$ cat src/rtl/pwrseq_pkg.sv
package pwrseq_pkg;

    // Main sequence states
    typedef enum logic [1:0] {
        SQ_RUN   = 2'd0,
        SQ_PARK  = 2'd1,
        SQ_RESET = 2'd2
    } seq_state_e;

    // Board reset output states
    typedef enum logic [1:0] {
        XR_BOOT = 2'd0,
        XR_RUN  = 2'd1,
        XR_HELD = 2'd2
    } xrst_state_e;

    // Status handed from the main sequence to the board-reset controller
    typedef struct packed {
        logic int_rst;
        logic park_req;
        logic hw_evt;
        logic idle;
    } seq_status_t;

    // Bits needed for a counter that reaches 'limit'
    function automatic int cnt_bits(input int limit);
        return (limit < 2) ? 1 : $clog2(limit + 1);
    endfunction

    function automatic int imax(input int a, input int b);
        return (a > b) ? a : b;
    endfunction

endpackage

$ cat src/rtl/pwrseq_sync.sv
module pwrseq_sync #(
    parameter int N = 2
) (
    input  logic         clk,
    input  logic [N-1:0] d_i,
    output logic [N-1:0] q_o
);
    // Two-flop synchroniser per bit; deliberately not reset
    for (genvar i = 0; i < N; i++) begin : g_bit
        logic s1;
        logic s2;
        always_ff @(posedge clk) begin
            s1 <= d_i[i];
            s2 <= s1;
        end
        assign q_o[i] = s2;
    end
endmodule

$ cat src/rtl/pwrseq_pg_qual.sv
module pwrseq_pg_qual
    import pwrseq_pkg::*;
#(
    parameter int LO_CYC = 8,
    parameter int HI_CYC = 64
) (
    input  logic clk,
    input  logic rst,
    input  logic pg_s_i,
    output logic ok_o
);
    localparam int MAXC = imax(LO_CYC, HI_CYC);
    localparam int CW   = cnt_bits(MAXC);
    localparam logic [CW-1:0] LO_LAST = CW'(LO_CYC - 1);
    localparam logic [CW-1:0] HI_LAST = CW'(HI_CYC - 1);
    localparam logic [CW-1:0] SAT     = CW'(MAXC);

    logic [CW-1:0] cnt_q;
    logic [CW-1:0] need_last;

    assign need_last = pg_s_i ? HI_LAST : LO_LAST;

    // Level flips only after the required run of differing samples
    always_ff @(posedge clk) begin
        if (rst) begin
            ok_o  <= 1'b0;
            cnt_q <= '0;
        end else if (pg_s_i == ok_o) begin
            cnt_q <= '0;
        end else if (cnt_q == need_last) begin
            ok_o  <= pg_s_i;
            cnt_q <= '0;
        end else begin
            cnt_q <= cnt_q + 1'b1;
        end
    end

    // Independent run-length monitors for the checks below
    logic [CW-1:0] lo_run;
    logic [CW-1:0] hi_run;
    always_ff @(posedge clk) begin
        if (rst) begin
            lo_run <= '0;
            hi_run <= '0;
        end else begin
            lo_run <= pg_s_i ? '0 : ((lo_run == SAT) ? lo_run : lo_run + 1'b1);
            hi_run <= !pg_s_i ? '0 : ((hi_run == SAT) ? hi_run : hi_run + 1'b1);
        end
    end


    glitch_reject_chk: assert property (@(posedge clk) disable iff (rst)
        $fell(ok_o) |-> (lo_run >= CW'(LO_CYC)));


    requal_chk: assert property (@(posedge clk) disable iff (rst)
        $rose(ok_o) |-> (hi_run >= CW'(HI_CYC)));
endmodule

$ cat src/rtl/pwrseq_fail_seq.sv
module pwrseq_fail_seq
    import pwrseq_pkg::*;
#(
    parameter int PARK_TO_CYC = 1000,
    parameter int INT_MIN_CYC = 16
) (
    input  logic        clk,
    input  logic        rst,
    input  logic        pg_ok_i,
    input  logic        park_ack_i,
    input  logic        soft_req_i,
    output seq_status_t stat_o
);
    localparam int TW = cnt_bits(PARK_TO_CYC);
    localparam int HW = cnt_bits(INT_MIN_CYC);
    localparam logic [TW-1:0] T_LAST = TW'(PARK_TO_CYC - 1);
    localparam logic [HW-1:0] H_LAST = HW'(INT_MIN_CYC - 1);

    seq_state_e    st_q, st_d;
    logic [TW-1:0] tcnt_q;
    logic [HW-1:0] hcnt_q;

    always_comb begin
        st_d = st_q;
        unique case (st_q)
            SQ_RUN: begin
                if (!pg_ok_i)        st_d = SQ_PARK;
                else if (soft_req_i) st_d = SQ_RESET;
            end
            SQ_PARK: begin
                if (park_ack_i || (tcnt_q == T_LAST)) st_d = SQ_RESET;
            end
            SQ_RESET: begin
                if (pg_ok_i && (hcnt_q == H_LAST)) st_d = SQ_RUN;
            end
            default: st_d = SQ_RESET;
        endcase
    end

    always_ff @(posedge clk) begin
        if (rst) begin
            st_q   <= SQ_RESET;
            tcnt_q <= '0;
            hcnt_q <= '0;
        end else begin
            st_q   <= st_d;
            tcnt_q <= (st_q == SQ_PARK) ? tcnt_q + 1'b1 : '0;
            if (st_q != SQ_RESET)      hcnt_q <= '0;
            else if (hcnt_q != H_LAST) hcnt_q <= hcnt_q + 1'b1;
        end
    end

    assign stat_o.int_rst  = (st_q != SQ_RUN);
    assign stat_o.park_req = (st_q == SQ_PARK);
    assign stat_o.hw_evt   = (st_q == SQ_RUN) && (st_d != SQ_RUN);
    assign stat_o.idle     = (st_q == SQ_RUN);


    park_then_reset_chk: assert property (@(posedge clk) disable iff (rst)
        (st_q == SQ_PARK) |=> (st_q != SQ_RUN));


    pg_low_holds_chk: assert property (@(posedge clk) disable iff (rst)
        !pg_ok_i |=> stat_o.int_rst);


    req_no_park_chk: assert property (@(posedge clk) disable iff (rst)
        (stat_o.idle && pg_ok_i && soft_req_i) |=> !stat_o.park_req);
endmodule

$ cat src/rtl/pwrseq_ext_ctl.sv
module pwrseq_ext_ctl
    import pwrseq_pkg::*;
#(
    parameter int DELAY_CYC = 1250,
    parameter int WIDTH_CYC = 500000
) (
    input  logic clk,
    input  logic rst,
    input  logic pon_async_i,
    input  logic sw_release_i,
    input  logic sw_force_i,
    input  logic hw_evt_i,
    input  logic seq_idle_i,
    output logic ext_rst_n_o
);
    localparam int DW = cnt_bits(DELAY_CYC);
    localparam int WW = cnt_bits(WIDTH_CYC);
    localparam logic [DW-1:0] D_LAST = DW'(DELAY_CYC - 1);
    localparam logic [WW-1:0] W_LAST = WW'(WIDTH_CYC - 1);
    localparam logic [WW-1:0] W_FULL = WW'(WIDTH_CYC);

    xrst_state_e   st_q;
    logic [WW-1:0] wcnt_q;
    logic [DW-1:0] dcnt_q;
    logic          rel_q;
    logic          pend_q;

    always_ff @(posedge clk) begin
        if (rst) begin
            st_q   <= XR_BOOT;
            wcnt_q <= W_LAST;
            dcnt_q <= '0;
            rel_q  <= 1'b0;
            pend_q <= 1'b0;
        end else begin
            unique case (st_q)
                XR_BOOT: begin
                    if (sw_release_i)   rel_q  <= 1'b1;
                    if (wcnt_q != '0)   wcnt_q <= wcnt_q - 1'b1;
                    if (rel_q && (wcnt_q == '0)) st_q <= XR_RUN;
                end
                XR_RUN: begin
                    rel_q <= 1'b0;
                    if (pend_q) begin
                        if (dcnt_q == D_LAST) begin
                            st_q   <= XR_HELD;
                            wcnt_q <= W_LAST;
                            pend_q <= 1'b0;
                        end else begin
                            dcnt_q <= dcnt_q + 1'b1;
                        end
                    end else if (hw_evt_i) begin
                        pend_q <= 1'b1;
                        dcnt_q <= '0;
                    end
                end
                XR_HELD: begin
                    if (wcnt_q != '0)    wcnt_q <= wcnt_q - 1'b1;
                    else if (seq_idle_i) st_q   <= XR_RUN;
                end
                default: st_q <= XR_BOOT;
            endcase
        end
    end

    // Power-on sense acts without any clock
    assign ext_rst_n_o = pon_async_i && (st_q == XR_RUN) && !sw_force_i;

    // Held-time monitor for the width check
    logic [WW-1:0] run_len;
    always_ff @(posedge clk) begin
        if (rst)                  run_len <= '0;
        else if (st_q != XR_HELD) run_len <= '0;
        else if (run_len != W_FULL) run_len <= run_len + 1'b1;
    end


    min_width_chk: assert property (@(posedge clk) disable iff (rst)
        $fell(st_q == XR_HELD) |-> ($past(run_len) >= W_LAST));


    boot_hold_chk: assert property (@(posedge clk) disable iff (rst)
        ((st_q == XR_BOOT) && !rel_q) |=> (st_q == XR_BOOT));
endmodule

$ cat src/rtl/pwr_rst_seq.sv
module pwr_rst_seq
    import pwrseq_pkg::*;
#(
    parameter int PG_LO_CYC   = 8,
    parameter int PG_HI_CYC   = 64,
    parameter int PARK_TO_CYC = 1000,
    parameter int INT_MIN_CYC = 16,
    parameter int DELAY_CYC   = 1250,
    parameter int WIDTH_CYC   = 500000
) (
    input  logic clk,
    input  logic pon_sense_i,
    input  logic pgood_i,
    input  logic park_ack_i,
    input  logic soft_rst_req_i,
    input  logic sw_release_i,
    input  logic sw_force_i,
    output logic park_req_o,
    output logic int_rst_o,
    output logic ext_rst_n_o
);
    logic [1:0]  sync_q;
    logic        pon_s;
    logic        pg_s;
    logic        rst;
    logic        pg_ok;
    seq_status_t stat;

    pwrseq_sync #(.N(2)) u_sync (
        .clk (clk),
        .d_i ({pgood_i, pon_sense_i}),
        .q_o (sync_q)
    );
    assign pon_s = sync_q[0];
    assign pg_s  = sync_q[1];
    assign rst   = !pon_s;

    pwrseq_pg_qual #(.LO_CYC(PG_LO_CYC), .HI_CYC(PG_HI_CYC)) u_qual (
        .clk    (clk),
        .rst    (rst),
        .pg_s_i (pg_s),
        .ok_o   (pg_ok)
    );

    pwrseq_fail_seq #(.PARK_TO_CYC(PARK_TO_CYC), .INT_MIN_CYC(INT_MIN_CYC)) u_seq (
        .clk        (clk),
        .rst        (rst),
        .pg_ok_i    (pg_ok),
        .park_ack_i (park_ack_i),
        .soft_req_i (soft_rst_req_i),
        .stat_o     (stat)
    );

    pwrseq_ext_ctl #(.DELAY_CYC(DELAY_CYC), .WIDTH_CYC(WIDTH_CYC)) u_ext (
        .clk          (clk),
        .rst          (rst),
        .pon_async_i  (pon_sense_i),
        .sw_release_i (sw_release_i),
        .sw_force_i   (sw_force_i),
        .hw_evt_i     (stat.hw_evt),
        .seq_idle_i   (stat.idle),
        .ext_rst_n_o  (ext_rst_n_o)
    );

    assign park_req_o = stat.park_req && !rst;
    assign int_rst_o  = stat.int_rst || rst;


    force_low_chk: assert property (@(posedge clk) disable iff (rst)
        sw_force_i |-> !ext_rst_n_o);
endmodule

$ cat config.mk
export PLATFORM = sky130hd
export DESIGN_NAME = pwr_rst_seq
export DESIGN_NICKNAME = d
export VERILOG_FILES = /design/src/rtl/pwrseq_pkg.sv /design/src/rtl/pwrseq_sync.sv /design/src/rtl/pwrseq_pg_qual.sv /design/src/rtl/pwrseq_fail_seq.sv /design/src/rtl/pwrseq_ext_ctl.sv /design/src/rtl/pwr_rst_seq.sv
export SDC_FILE = /design/constraint.sdc
export NUM_CORES = 1
export LEC_CHECK = 0
export BUFFER_PORTS_ARGS = -buffer_cell sky130_fd_sc_hd__buf_2
export CAP_MARGIN = 40
export CORE_AREA = 2 2 70 72
export DETAILED_ROUTE_END_ITERATION = 12
export DIE_AREA = 0 0 72 74
export GPL_ROUTABILITY_DRIVEN = 0
export PLACE_DENSITY = 0.87
export SYNTH_ARGS = -nofsm -noshare
export SYNTH_HDL_FRONTEND = slang
export SYNTH_SLANG_ARGS = --single-unit
$ cat constraint.sdc
create_clock -name clk -period 3.11 [get_ports clk]
set_clock_uncertainty 0.05 [all_clocks]
set_input_delay 0.1555 -clock clk [delete_from_list [all_inputs] [get_ports clk]]
set_output_delay 0.1555 -clock clk [all_outputs]
set_load 0.01 [all_outputs]
Word-level counts from Yosys, hierarchy flattened
Index checks and enable logic that the tools add are counted.
Cells by class
  $add $sub $neg: 5
  equal/unequal tests: 19
  multiplexer cells: 24
  bitwise operators: 2
  reductions and logical operators: 28
Operators by type and width (count)
  $mux 19: 3
  $pmux 19 s2: 1
  $mux 11: 3
  $logic_not 19->1: 1
  $reduce_bool 19->1: 1
  $sub 19x1->19 const B: 1
  $mux 2: 9
  $pmux 2 s3: 2
  $add 11x1->11 const B: 1
  $eq 11x11->1 const B: 1
  $add 10x1->10 const B: 1
  $eq 10x10->1 const B: 1
  $ne 2x1->1 const B: 5
  $reduce_bool 2->1: 5
  $ne 2x2->1 const B: 4
  $add 7x1->7 const B: 1
  $eq 7x7->1: 1
  $logic_and 1x1->1: 6
  $mux 6: 1
  $reduce_and 2->1: 3
  $add 5x1->5 const B: 1
  $eq 5x4->1 const B: 1
  $ne 5x4->1 const B: 1
  $reduce_and 5->1: 1
  13 further kinds: 23
Storage, ports and cells
  register bits after elaboration: 63
  input port bits: 7
  output and inout port bits: 3

Logic depth before layout (Yosys ltp)
Gate-level depths: netlist of run 1.
  word-level depth: 8
  depth in mapped cells: 8
  depth with buffers taken out: 7

By module
A second synthesis of run 1 with hierarchy kept.
Unflattened totals
  cell total of the unflattened synthesis: 349
  area, all modules: 3130.5 µm²
Modules (own cells, without submodules)
  pwrseq_ext_ctl: times used 1, cells an instance 216, area an instance 1898.1 µm², sequential area each 680.7 µm²
  pwrseq_fail_seq: times used 1, cells an instance 87, area an instance 767.0 µm², sequential area each 340.3 µm²
  pwrseq_pg_qual: times used 1, cells an instance 37, area an instance 354.1 µm², sequential area each 160.2 µm²
  pwrseq_sync: times used 1, cells an instance 6, area an instance 95.1 µm², sequential area each 80.1 µm²
  pwr_rst_seq: times used 1, cells an instance 3, area an instance 16.3 µm², sequential area each 0.0 µm²

Worst setup path after synthesis of run 1
Ideal clock, no wire load.
  path kind: reg-to-reg
  start: register u_ext.wcnt_q[2]
  end: register u_ext.wcnt_q[18]
  library setup time: 0.130 ns
  data arrival time: 1.951 ns
  data required time: 2.930 ns
  slack: 0.979 ns
  stages on the path, launching flop included: 6
  buffers on the path: 0
  clock period less this slack: 2.131 ns
  cell sequence: dfxtp_1 or4_4 or4_4 a2111oi_4 xnor2_1 nand2_1
Between the ends
  word-level cells in the longest chain between the ends: 3
Ends and longest elaborated chain
  start, declared: RTL line pwrseq_ext_ctl.sv:23  | logic [WW-1:0] wcnt_q;
  start signal, assigned: RTL line pwrseq_ext_ctl.sv:39  | if (wcnt_q != '0) wcnt_q <= wcnt_q - 1'b1;
  start signal, assigned: RTL line pwrseq_ext_ctl.sv:58  | if (wcnt_q != '0) wcnt_q <= wcnt_q - 1'b1;
  $sub 19x1->19 or $reduce_bool 19->1 (tied branches): RTL line pwrseq_ext_ctl.sv:39, pwrseq_ext_ctl.sv:58
  $mux 19 or $ne 2x1->1 (tied branches)
  $pmux 19 s2 or $reduce_and 4->1 (tied branches)
Parallel ways exist; a longest one is shown, timed or not. The select of a mux whose other input is x is not followed.
A chain may end at the register's enable or synchronous reset.

Worst setup path in the final report of run 1
  start: register u_ext.wcnt_q[2]
  end: register u_ext.wcnt_q[14]
The elaborated chain is that of the path after synthesis.

==> results by stage, run 1 <==
STA:
- The worst path setup slack after routing is between 0.8 and 0.9 ns.
- At the pin with the least slew margin, the transition time is between 0.5 and 0.6 ns.
- In this run the tightest slew margin relative to its limit is between 60% and 70%.
- The smallest clock period supported by the final layout is computed as roughly 2.3 ns.
- The worst-case hold slack is about 0.048 ns.
- Setup violations remaining at the end of the flow were counted as 0.
- The total count of max-transition violations in the final report is 0.
- The number of failing hold endpoints at the final stage was 0.
- The final worst-path cycle share is between 70% and 80%.
- For this run, the top clock speed supported by timing is ~440 MHz.
- Setup repair after global routing left no endpoint under its margin.
- Summed over all failing endpoints, the final setup total negative slack is 0 ns.

Critical path:
- The worst setup path is launched from a register.
- The critical path capture point type is a register.
- The largest single stage delay on the critical path is approximately 0.56 ns.
- The worst endpoint required time is roughly 3.3 ns.
- Walking the worst path, the cells encountered are or4_4, or3_1, o22ai_1, a21oi_1, a31o_1.
- The peak fanout along the critical path is 10.
- The highest-delay cell along the critical path is sky130_fd_sc_hd__or4_4.
- Data arrives at the worst endpoint at around 2.5 ns.
- The setup path with the least slack is of type reg -> reg.

CTS:
- Post-CTS timing repair inserted 0 buffers for setup.
- At the later pin of the worst-skew pair, clock insertion delay measures approximately 0.34 ns.
- In this run the clock root is driven by a sky130_fd_sc_hd__clkbuf_8.
- The number of clock buffers added by TritonCTS is 9.
- The clock tree from TritonCTS is done.
- Counting every sink on the clock net gives 63.
- After clock tree synthesis, the clock-pin slew on the worst setup and hold paths is approximately 0.070 ns.
- The maximum buffer depth of the clock tree is 2.
- The maximum level of the CTS H-tree is 3.

GRT:
- For this run, the total global-route usage over all layers was measured as between 20% and 30%.
- The global route total overflow is 0.
- Entering global routing, the biggest net connects 16 pins.
- The via count of the first global-routing pass is between 2000 and 2500.
- The number of antenna violations at the first check in global routing is 0.
- The first global-routing pass estimated between 9 and 10 mm of wire.

Placement:
- Input and output buffers added on the ports amount to 9.
- Detailed placement finished with a half-perimeter wire length of approximately 4 mm.
- Timing analysis after detailed placement gives a worst setup slack of about 0.88 ns.

Synthesis:
- Counting flops and latches in the post-synthesis netlist gives 63.
- The number of different library cells used by synthesis comes to 52.
- Sequential elements use between 40% and 50% of the synthesized area.
- When the netlist entered floorplanning its net count stood at roughly 350.
- Yosys mapped a number of flops with a built-in enable equal to 0.
- The number of instances in the synthesized netlist is roughly 330.
- The async set-reset flop share out of synthesis is 0%.
- The cell area that synthesis handed to floorplanning was 2897 sq um.
- The average footprint of a synthesized cell is approximately 8.7 sq um.
- The count of yosys warnings during synthesis is 0.
- In the synthesized netlist the dominant register cell turns out to be sky130_fd_sc_hd__dfxtp_1.

Die:
- The number of placement rows is 25.
- In this run the horizontal extent of the chip is roughly 70 um.
- The die outline area is around 5300 sq um.
- The die is around 74 um tall.
- The effective utilization at floorplan is 62.99%.
- Pin placement for this block handled 10 I/O pins.
- The core area is around 4600 sq um.

Pwr:
- The clock network is responsible for 44.0% of the overall power.
- The leakage power summed over all cells is approximately 1.2 nW.
- Net switching is 21.65% of the power.
- The net switching power is between 300 and 400 uW.
- The share of power burned in registers is 52.9%.
- In this run, the combinational gates consume a little over 3% of the power.
- Across the VDD grid, the largest voltage drop is roughly 0.37 mV.
- The design draws ~1.6 mW.
- Cell internal power was estimated by the tool at approximately 1.2 mW.
- The total power density per cell area is around 490 nW/um^2.

Min path:
- The worst hold path class is in -> reg.

Routing:
- The routed wirelength normalized by instance count is ~14 um.
- The remaining antenna violation count is 0.
- Dividing the detail-routed via count by the number of cells gives between 5 and 6.
- In the routed design, unresolved DRC markers number 0.
- The number of violations reported at the end of detailed-routing iteration 0 is roughly 130.
- The final layout contains routed wiring with a total length of between 5 and 6 mm.
- For this run, the detailed router's first-pass iteration total came to 5.
- Detailed routing inserted a total of around 2400 vias.

Cells and area:
- The area growth from synthesis to layout is 11.10%.
- The final antenna diode count is 0.
- The net count of the finished layout is 366.
- Leaving out fill and tap cells, the most frequent cell in the layout is sky130_fd_sc_hd__dfxtp_1.
- In the layout the commonest cells are 63 x sky130_fd_sc_hd__dfxtp_1, 48 x sky130_fd_sc_hd__nor2_1, 34 x sky130_fd_sc_hd__nand2_1, 15 x sky130_fd_sc_hd__a21oi_1.
- Cells with a size suffix above 1 make up 10.11% of the layout.

Flow run:
- The tool flagged a number of max-cap violations equal to 0.

Run status:
- The flow ran to the end, and the final reports show no timing, DRC or antenna violations.
==> layer usage <==
metal	global-route usage, %	routed length (um)	vias to the layer above
li1	-	-	1225
met1	26.90	2526	1145
met2	40.53	2959	63
met3	10.03	287	11
met4	8.595	71	0
met5	0	0	-
==> sequential cells by signal, indices dropped and copies added, names as in the netlist <==
signal / count
u_sync.g_bit.s1: 2
u_seq.st_q: 2
u_ext.rel_q: 1
u_ext.dcnt_q: 11
u_qual.ok_o: 1
u_sync.g_bit.s2: 2
u_seq.hcnt_q: 5
u_ext.st_q: 2
u_seq.tcnt_q: 10
u_ext.pend_q: 1
u_qual.cnt_q: 7
u_ext.wcnt_q: 19
==> power by group through the flow <==
stage / logic (mW) / registers, mW / clock network (mW)
6_report: 0.0487 / 0.828 / 0.689
5_1_grt: 0.0551 / 0.829 / 0.737
4_1_cts: 0.0486 / 0.828 / 0.701
3_5_place_dp: 0.0464 / 0.846 / 0
3_3_place_gp: 0.0445 / 0.845 / 0
2_1_floorplan: 0.0318 / 0.844 / 0
==> what timing repair did <==
item,4_1_cts,5_1_grt
hold buffers,2,0
resized for setup,0,0
endpoints found under the hold margin,2,0
==> path summary, 6_finish.rpt <==
kind | from | end | slack [ns] | cells after the start
worst max-delay path | u_ext.wcnt_q[2] | u_ext.wcnt_q[14] | 0.84 | 5
worst min-delay path | soft_rst_req_i | u_seq.st_q[1] | 0.05 | 3
worst max register to register | u_ext.wcnt_q[2] | u_ext.wcnt_q[14] | 0.84 | 5
worst min register to register | u_sync.g_bit[0].s1 | u_sync.g_bit[0].s2 | 0.30 | 0
==> cell usage after synthesis, drive strengths merged, types with 2 or more instances <==
library cell  instances  area [sq um]
a21oi                15         75.07
a31o                  2         17.52
a31oi                 4         25.02
a32oi                 2         17.52
and3                  6         37.54
and3b                 2         17.52
clkbuf                9         33.78
dfxtp                63          1261
ha                    8         100.1
inv                   8         30.03
mux2i                 2         20.02
nand2                34         127.6
nand2b                2         12.51
nand3                14         70.07
nand3b                3         22.52
nand4                 4         40.04
nand4b                2         17.52
nor2                 48         180.2
nor2b                 3         18.77
nor3                 11         55.05
nor3b                 2         15.01
nor4                  4         25.02
nor4b                 2         17.52
o211ai                5         37.54
o21ai                15         75.07
o22ai                 4         25.02
o32ai                 2         17.52
o41ai                 2         17.52
or2                   4         25.03
or3                   5         31.28
or4                   5         48.79
xnor2                14         122.6
xor2                 14         122.6
==> area by class of cell <==
| cell class | count | area (sq um) |
|---|---|---|
| multi-input combinational | 253 | 1567 |
| fill | 343 | 1380 |
| sequential | 63 | 1261 |
| clock buffer | 12 | 145.1 |
| timing repair buffer | 16 | 102.6 |
| tap | 54 | 67.56 |
| clock inverter | 4 | 45.04 |
| inverter | 8 | 30.03 |
==> worst max-delay path, delay by kind of cell (launching register included) <==
kind | cells | cell delay [ns]
compound gates | 3 | 0.68
flops | 1 | 0.36
simple gates | 2 | 1.08
==> logic make-up after synthesis <==
| kind of cell | count (synthesis) | synth area share (%) |
|---|---|---|
| XOR/XNOR | 28 | 8.467 |
| AO/OA/AOI/OAI | 60 | 13.91 |
| AND/OR/NAND/NOR | 155 | 27.56 |
| flip-flops | 63 | 43.54 |
| adder cells (fa/ha/maj) | 8 | 3.456 |
| buffers and inverters | 18 | 2.376 |
| multiplexers | 2 | 0.6912 |
==> stage by stage <==
step / utilization [%] / cell area, sq um / cells
after floorplan: - / 2897 / 334
after global placement: 65.42 / 3008 / 392
after detailed placement: 65.42 / 3008 / 392
after CTS: 69.99 / 3218 / 410
after global routing: 69.99 / 3218 / 410
final: 69.99 / 3218 / 410
No activity file was read; power rests on OpenSTA's default activity.
==> run 2, diff against run 1 <==
--- a/config.mk
+++ b/config.mk
@@ -7,11 +7,11 @@
 export LEC_CHECK = 0
 export BUFFER_PORTS_ARGS = -buffer_cell sky130_fd_sc_hd__buf_2
 export CAP_MARGIN = 40
-export CORE_AREA = 2 2 70 72
+export CORE_AREA = 2 2 72 74
 export DETAILED_ROUTE_END_ITERATION = 12
-export DIE_AREA = 0 0 72 74
+export DIE_AREA = 0 0 74 76
 export GPL_ROUTABILITY_DRIVEN = 0
-export PLACE_DENSITY = 0.87
+export PLACE_DENSITY = 0.83
 export SYNTH_ARGS = -nofsm -noshare
 export SYNTH_HDL_FRONTEND = slang
 export SYNTH_SLANG_ARGS = --single-unit
==> constraint.sdc (replaced) <==
create_clock -name clk -period 2.1 [get_ports clk]
set_clock_uncertainty 0.05 [all_clocks]
set_input_delay 0.105 -clock clk [delete_from_list [all_inputs] [get_ports clk]]
set_output_delay 0.105 -clock clk [all_outputs]
set_load 0.01 [all_outputs]
==> run 2 against run 1 <==
Maximum frequency is 11% higher. Hold slack gained 0.012 ns. Sequential cell count did not move. Die area grew 5.6%. Clock-buffer cell count decreased by 3. Global-route usage down 0.91 points. Combinational power is 78% higher. Clock power is 73% higher. Critical path type unchanged. Critical endpoint is now u_ext.wcnt_q[18]. Largest cell class unchanged. Highest routed layer unchanged.
==> results by stage, run 2 (synthesis results as in run 1) <==
STA:
- Derived from the worst setup path, the maximum achievable clock frequency is about 500 MHz.
- Setup repair after global routing could not meet its margin everywhere.
- The normalized max-slew margin is between 60% and 70%.
- The time the worst path needs with I/O delays and setup is just over 2 ns.
- After layout, the worst setup slack is 0.05693 ns.
- The setup TNS is 0 ns.
- At the pin with the least slew margin, the transition time is ~0.48 ns.
- The final-report setup violation count is 0.
- The total count of max-transition violations in the final report was 0.
- The number of failing hold endpoints at the final stage was 0.
- The final worst-path cycle share is a little over nine tenths.

CTS:
- The number of sinks driven by the clock tree is between 60 and 70.
- The clock tree from TritonCTS is done.
- The longest clock path from root to sink contains 2 buffers.
- CTS built an H-tree with a depth of 3.
- The number of clock buffers inserted by TritonCTS is 9.
- The clock reaches the later pin of the worst-skew pair after 0.35 ns.
- The clock-pin slew reported for the worst setup and hold paths after clock tree synthesis is approximately 0.070 ns.
- The cell sitting at the root of the clock tree is a sky130_fd_sc_hd__clkbuf_8.

Placement:
- In this run the cell area measured after placement is ~3100 sq um.
- The HPWL after detailed placement is between 4 and 5 mm.
- The number of placed cells counting well taps is about 420.
- Before CTS, the worst setup slack after placement is between 0.003 and 0.004 ns.
- The count of port buffers added during placement is 9.

Cells and area:
- The library cell used most frequently in the layout, excluding fill and tap cells, is sky130_fd_sc_hd__dfxtp_1.
- The register with the most flip-flops in the layout has 19 of them.
- The final antenna diode count is 0.
- The final standard cell area without fillers is ~3500 sq um.
- The net count of the finished layout is between 300 and 400.
- The post-route netlist has between 15 and 20% of its cells at a drive strength greater than 1.
- Excluding fillers, the count of instances in the completed layout stands at between 400 and 500.
- Ranked by flip-flop count, first place goes to u_ext.wcnt_q.
- In the final layout, the registers with the most flip-flops are u_ext.wcnt_q (19), u_ext.dcnt_q (11), u_seq.tcnt_q (10).
- The layout overhead on the synthesized area is 19.65%.
- Leaving out fill and tap cells, the most frequent cells in the layout are 63 x sky130_fd_sc_hd__dfxtp_1, 48 x sky130_fd_sc_hd__nor2_1, 34 x sky130_fd_sc_hd__nand2_1, 21 x sky130_fd_sc_hd__buf_4.

Die:
- For this configuration, the core starts out at a cell density of 58.97%.
- The core area is 4912 sq um.
- The die outline area is 5624 sq um.
- In this run the horizontal extent of the chip is about 74 um.
- The floorplan has 26 rows.
- The number of placed I/O pins is 10.
- The vertical die dimension is ~76 um.

Flow run:
- Across the run, the number of max-cap violations was 0.

Min path:
- The worst hold path class is in -> reg.

Critical path:
- In this design, the stage delay of the slowest critical-path cell is approximately 0.57 ns.
- The highest-delay cell along the critical path is sky130_fd_sc_hd__or4_4.
- The type of element launching the critical path is a register.
- Along the worst path, the maximum fanout reaches 4.
- The worst endpoint required time is approximately 2.3 ns.
- The cell occurring most often along the worst timing path is sky130_fd_sc_hd__or4_4.
- The critical path capture point type is a register.
- The setup path with the least slack is of type reg -> reg.
- The signal arrival time at the worst endpoint is between 2 and 2.5 ns.
- Traced cell by cell, the critical path runs through or4_4, or4_4, a2111oi_4, xnor2_1, nand2_1.

GRT:
- Global routing consumed, over all layers together, a little under a quarter of the routing resources.
- The pin count of the biggest net entering global routing is 15.
- After global routing the overflow that remains totals 0.
- The via count of the first global-routing pass is ~2300.
- The number of antenna violations at the first check in global routing is 0.
- The first-pass GRT wire length is 10.03 mm.

Routing:
- Dividing the detail-routed wire length by the instance count gives 13.40 um.
- The first-pass iteration count of the detailed router is 4.
- The final layout contains routed wiring with a total length of 5.950 mm.
- For this run, design rule violations remaining after detail routing come to 0.
- After the first detailed-routing iteration, the DRC count stood at 109.
- After detailed routing, the number of vias per cell comes to roughly 5.6.
- The total number of vias is between 2000 and 2500.
- The remaining antenna violation count is 0.

Pwr:
- The total power is approximately 2.5 mW.
- For this design the static power due to leakage is ~1.3 nW.
- The worst-case IR drop observed on VDD is about 0.46 mV.
- Dividing total power by cell area gives a power density of 722.0 nW/um^2.

Run status:
- The flow ran to the end, and the final reports show no timing, DRC or antenna violations.
==> run 2: cell types whose count changed in the layout (fill, tap and decap cells not counted), sizes merged <==
cell | previous run | this run
inv | 8 | 11
clkinvlp | 0 | 1
buf | 14 | 30
dlygate4sd3 | 2 | 4
bufinv | 1 | 2
clkbuf | 12 | 9
clkinv | 3 | 1
==> run 2: layout make-up <==
cell class | count | area (sq um)
clock buffer | 9 | 123.9
sequential | 63 | 1261
multi-input combinational | 253 | 1618
tap | 70 | 87.58
clock inverter | 7 | 102.6
fill | 357 | 1446
inverter | 8 | 30.03
timing repair buffer | 34 | 242.7
==> run 2: worst max-delay path: cells and delay by family, from the launching register on <==
family                    cells  cell delay, ns
and+or+nand+nor               3            1.17
DFF                           1            0.34
AOI/OAI and AO/OA             1            0.23
xor gates and xnor gates      1            0.15
==> run 2: metal layers <==
| metal | part of all wire (%) | vias up | wire length [um] | global-route usage [%] |
|---|---|---|---|---|
| li1 | - | 1257 | - | - |
| met3 | 4.5 | 7 | 267 | 8.466 |
| met5 | 0 | - | 0 | 0 |
| met4 | 1.4 | 0 | 85 | 8.182 |
| met2 | 49 | 52 | 2940 | 35.45 |
| met1 | 45 | 1152 | 2656 | 28.85 |
==> run 2: what timing repair did <==
action	4_1_cts	5_1_grt
endpoints found under the hold margin	4	0
setup endpoints to repair	1	16
pin swaps	0	3
buffers inserted	0	1
hold buffers	4	0
resized for setup	0	10
==> run 2: metrics by stage <==
step	hold slack, ns	utilization [%]
4_1_cts	0.04505	69.49
6_report	0.05990	70.56
3_5_place_dp	0.1627	64.06
2_1_floorplan	0.08272	-
3_3_place_gp	0.1604	64.06
5_1_grt	0.06091	70.56
==> run 2: path summary, 6_finish.rpt <==
kind | startpoint | end | slack, ns | cells after the start
worst min-delay path | park_ack_i | u_seq.st_q[0] | 0.06 | 4
worst min register to register | u_sync.g_bit[1].s1 | u_sync.g_bit[1].s2 | 0.28 | 0
worst max register to register | u_ext.wcnt_q[5] | u_ext.wcnt_q[18] | 0.06 | 5
worst max-delay path | u_ext.wcnt_q[5] | u_ext.wcnt_q[18] | 0.06 | 5
==> run 2: report_power, final <==
| part | internal (mW) | switching (mW) | leakage [nW] |
|---|---|---|---|
| logic | 0.0392 | 0.0474 | 0.668 |
| registers | 1.21 | 0.0129 | 0.511 |
| clock network | 0.682 | 0.510 | 0.111 |
==> run 3, diff against run 2 <==
--- a/config.mk
+++ b/config.mk
@@ -11,7 +11,9 @@
 export DETAILED_ROUTE_END_ITERATION = 12
 export DIE_AREA = 0 0 74 76
 export GPL_ROUTABILITY_DRIVEN = 0
+export MAX_ROUTING_LAYER = met4
 export PLACE_DENSITY = 0.83
 export SYNTH_ARGS = -nofsm -noshare
 export SYNTH_HDL_FRONTEND = slang
 export SYNTH_SLANG_ARGS = --single-unit
+export TNS_END_PERCENT = 100
==> run 3 against run 2 <==
Sequential share of layout area stayed put. Register-to-register slack barely moved. Combinational power is essentially flat. Critical path type unchanged.
==> results by stage, run 3 (synthesis results as in run 1) <==
Critical path:
- The cell occurring most often along the worst timing path is sky130_fd_sc_hd__or4_4.
- The signal arrival time at the worst endpoint is approximately 2.2 ns.
- The critical setup path kind is reg -> reg.
- The most critical setup path has its startpoint at u_ext.wcnt_q[5].
- Together, buffers and inverters on the worst path number 0.
- The peak fanout along the critical path is 4.
- STA classifies the critical path endpoint as a register.
- The largest individual stage delay along the critical path comes from the cell sky130_fd_sc_hd__or4_4.
- The largest single stage delay on the critical path is between 0.5 and 0.6 ns.
- The signal on the critical path passes through or4_4, or4_4, a2111oi_4, xnor2_1, nand2_1.
- The setup check on the worst reg-to-reg path leaves a slack of 0.06 ns.
- Counting buffers and inverters, the worst setup path is 5 cells deep.
- The logic depth of the worst register-to-register path is 5.
- The type of element launching the critical path is a register.
- The source of the worst register-to-register timing path is u_ext.wcnt_q[5].
- The cell family contributing the most delay on the critical path is simple AND/OR/NAND/NOR gates.
- For the worst setup path, the data required time is between 2 and 2.5 ns.

Cells and area:
- At the end of the flow, the number of nets in the layout was around 380.
- In the final layout, the share of cells above drive strength 1 is around 17%.
- The multi-input gate area in the final layout is approximately 1600 sq um.
- The final antenna diode count is 0.
- The library cells used most frequently in the layout, excluding fill and tap cells, are 63 x sky130_fd_sc_hd__dfxtp_1, 48 x sky130_fd_sc_hd__nor2_1, 34 x sky130_fd_sc_hd__nand2_1, 21 x sky130_fd_sc_hd__buf_4.
- Ranked by flip-flop count, first place goes to u_ext.wcnt_q.
- The number of filler instances in the final layout is 357.
- The register with the most flip-flops in the layout has 19 of them.
- The largest registers in the layout are u_ext.wcnt_q (19), u_ext.dcnt_q (11), u_seq.tcnt_q (10).
- The sequential cell area is 1261 sq um.
- The most common cell after layout, fill and taps aside is sky130_fd_sc_hd__dfxtp_1.
- The layout overhead on the synthesized area is 19.65%.

Routing:
- The first-pass iteration count of the detailed router is 4.
- The count of nets left with antenna violations once routing finished came out at 0.
- The routed via count divided by cell count is around 5.6.
- The sum of routed wire length over all layers is 5.905 mm.
- The detailed router placed about 2500 vias in this run.
- In this run, the number of DRC markers left after iteration 0 of detailed routing was 117.
- After detailed routing, the average wire length per cell comes to approximately 13 um.
- The number of remaining DRC errors is 0.

Placement:
- Prior to clock tree synthesis, the placed netlist has a worst setup slack of 0.003918 ns.
- The count of port buffers added during placement is 9.
- Detailed placement ended at an HPWL of just over 4 mm.

STA:
- The normalized max-slew margin is 67.48%.
- The time the worst path needs with I/O delays and setup is approximately 2 ns.
- The final-report setup violation count is 0.
- For the pin with the worst max-slew slack, the measured transition is roughly 0.49 ns.
- Setup repair after global routing could not meet its margin everywhere.
- The setup TNS is 0 ns.
- Setup slack on the critical path of the routed design comes to 0.06134 ns.
- The upper clock frequency limit is about 490 MHz.
- Of the available clock period, the critical path in the final layout requires about 97%.
- The total count of max-transition violations in the final report is 0.
- The number of failing hold endpoints at the final stage is 0.
- The worst-case hold slack is between 0.05 and 0.06 ns.

Min path:
- The min-delay analysis places its worst path in the category in -> reg.
- The worst hold path stage count is 4.
- The startpoint identified for the worst hold timing path is park_ack_i.

Flow run:
- The max-capacitance violation count is 0.

GRT:
- The global route total overflow is 0.
- The number of antenna violations at the first check in global routing is 0.
- The pin count of the biggest net entering global routing is 15.
- The via count of the first global-routing pass is 2298.
- The first global-routing pass estimated between 10 and 15 mm of wire.
- The all-layer global routing usage is 23.43%.

CTS:
- The number of clock buffers inserted by TritonCTS is 9.
- After clock tree synthesis, the clock-pin slew on the worst setup and hold paths is 0.07 ns.
- The clock latency at the later pin of the worst-skew pair is approximately 0.35 ns.
- The clock root buffer master is sky130_fd_sc_hd__clkbuf_8.
- The maximum level of the CTS H-tree is 3.
- The maximum buffer depth of the clock tree is 2.
- The clock tree from TritonCTS is done.
- The number of sinks driven by the clock tree is 63.

Die:
- Measured along the y axis, the die boundary spans roughly 76 um.
- The core region is ~4900 sq um.
- The floorplan step defined a die boundary enclosing about 5600 sq um.
- The number of placement rows is 26.
- The number of placed I/O pins is 10.
- The die outline width is 74 um.
- The effective utilization at floorplan is around three fifths.

Run status:
- The flow ran to the end, and the final reports show no timing, DRC or antenna violations.

Pwr:
- Summed over all cells, the static leakage comes to ~1.3 nW.
- The total power density per cell area is 721.6 nW/um^2.
- The worst voltage drop across the vdd grid is around 0.46 mV.
==> run 3: cell counts in the layout (fill, tap and decap cells not counted) <==
No cell type changed its count.
==> run 3: timing repair <==
action,in CTS,in global routing
hold buffers,4,0
cloned,0,0
hold endpoints to repair,4,0
setup endpoints to repair,1,16
pin swaps,0,3
gates resized for setup,0,10
setup buffers,0,1
==> run 3: where the power goes <==
group	total [mW]	internal (mW)	switching, mW
Clock	1.19	0.682	0.508
Combinational	0.0865	0.0392	0.0473
Sequential	1.22	1.21	0.0130
Total	2.50	1.93	0.569
==> run 3: path summary, 6_finish.rpt <==
check,end
max,u_ext.wcnt_q[18]
min,u_seq.st_q[0]
max reg2reg,u_ext.wcnt_q[18]
min reg2reg,u_sync.g_bit[1].s2
==> run 3: stage by stage <==
step           instances  power, mW  instance area [sq um]  util, %
2_1_floorplan        334      1.297                   2903        -
3_3_place_gp         423      1.327                   3147    64.06
3_5_place_dp         423      1.331                   3147    64.06
4_1_cts              443      2.517                   3413    69.49
5_1_grt              444      2.592                   3466    70.56
6_report             444      2.501                   3466    70.56
==> run 3: layer usage <==
layer	part of all wire [%]	GRT usage [%]	routed length, um
met5	0	-	0
met4	1.7	8.182	101
met3	5.3	8.466	315
met2	49	35.45	2917
met1	44	28.68	2571
==> run 3: area by class of cell <==
type                            instances  area share (%)
Clock buffer                            9           3.574
Clock inverter                          7           2.960
Inverter                                8          0.8664
Multi-Input combinational cell        253           46.68
Sequential cell                        63           36.39
Tap cell                               70           2.527
Timing Repair Buffer                   34           7.004
==> run 3: worst min-delay path, delay by kind of cell <==
family	cells	cell delay, ns
AOI/OAI and AO/OA	1	0.11
buffers and inverters	1	0.08
and+or+nand+nor	2	0.12
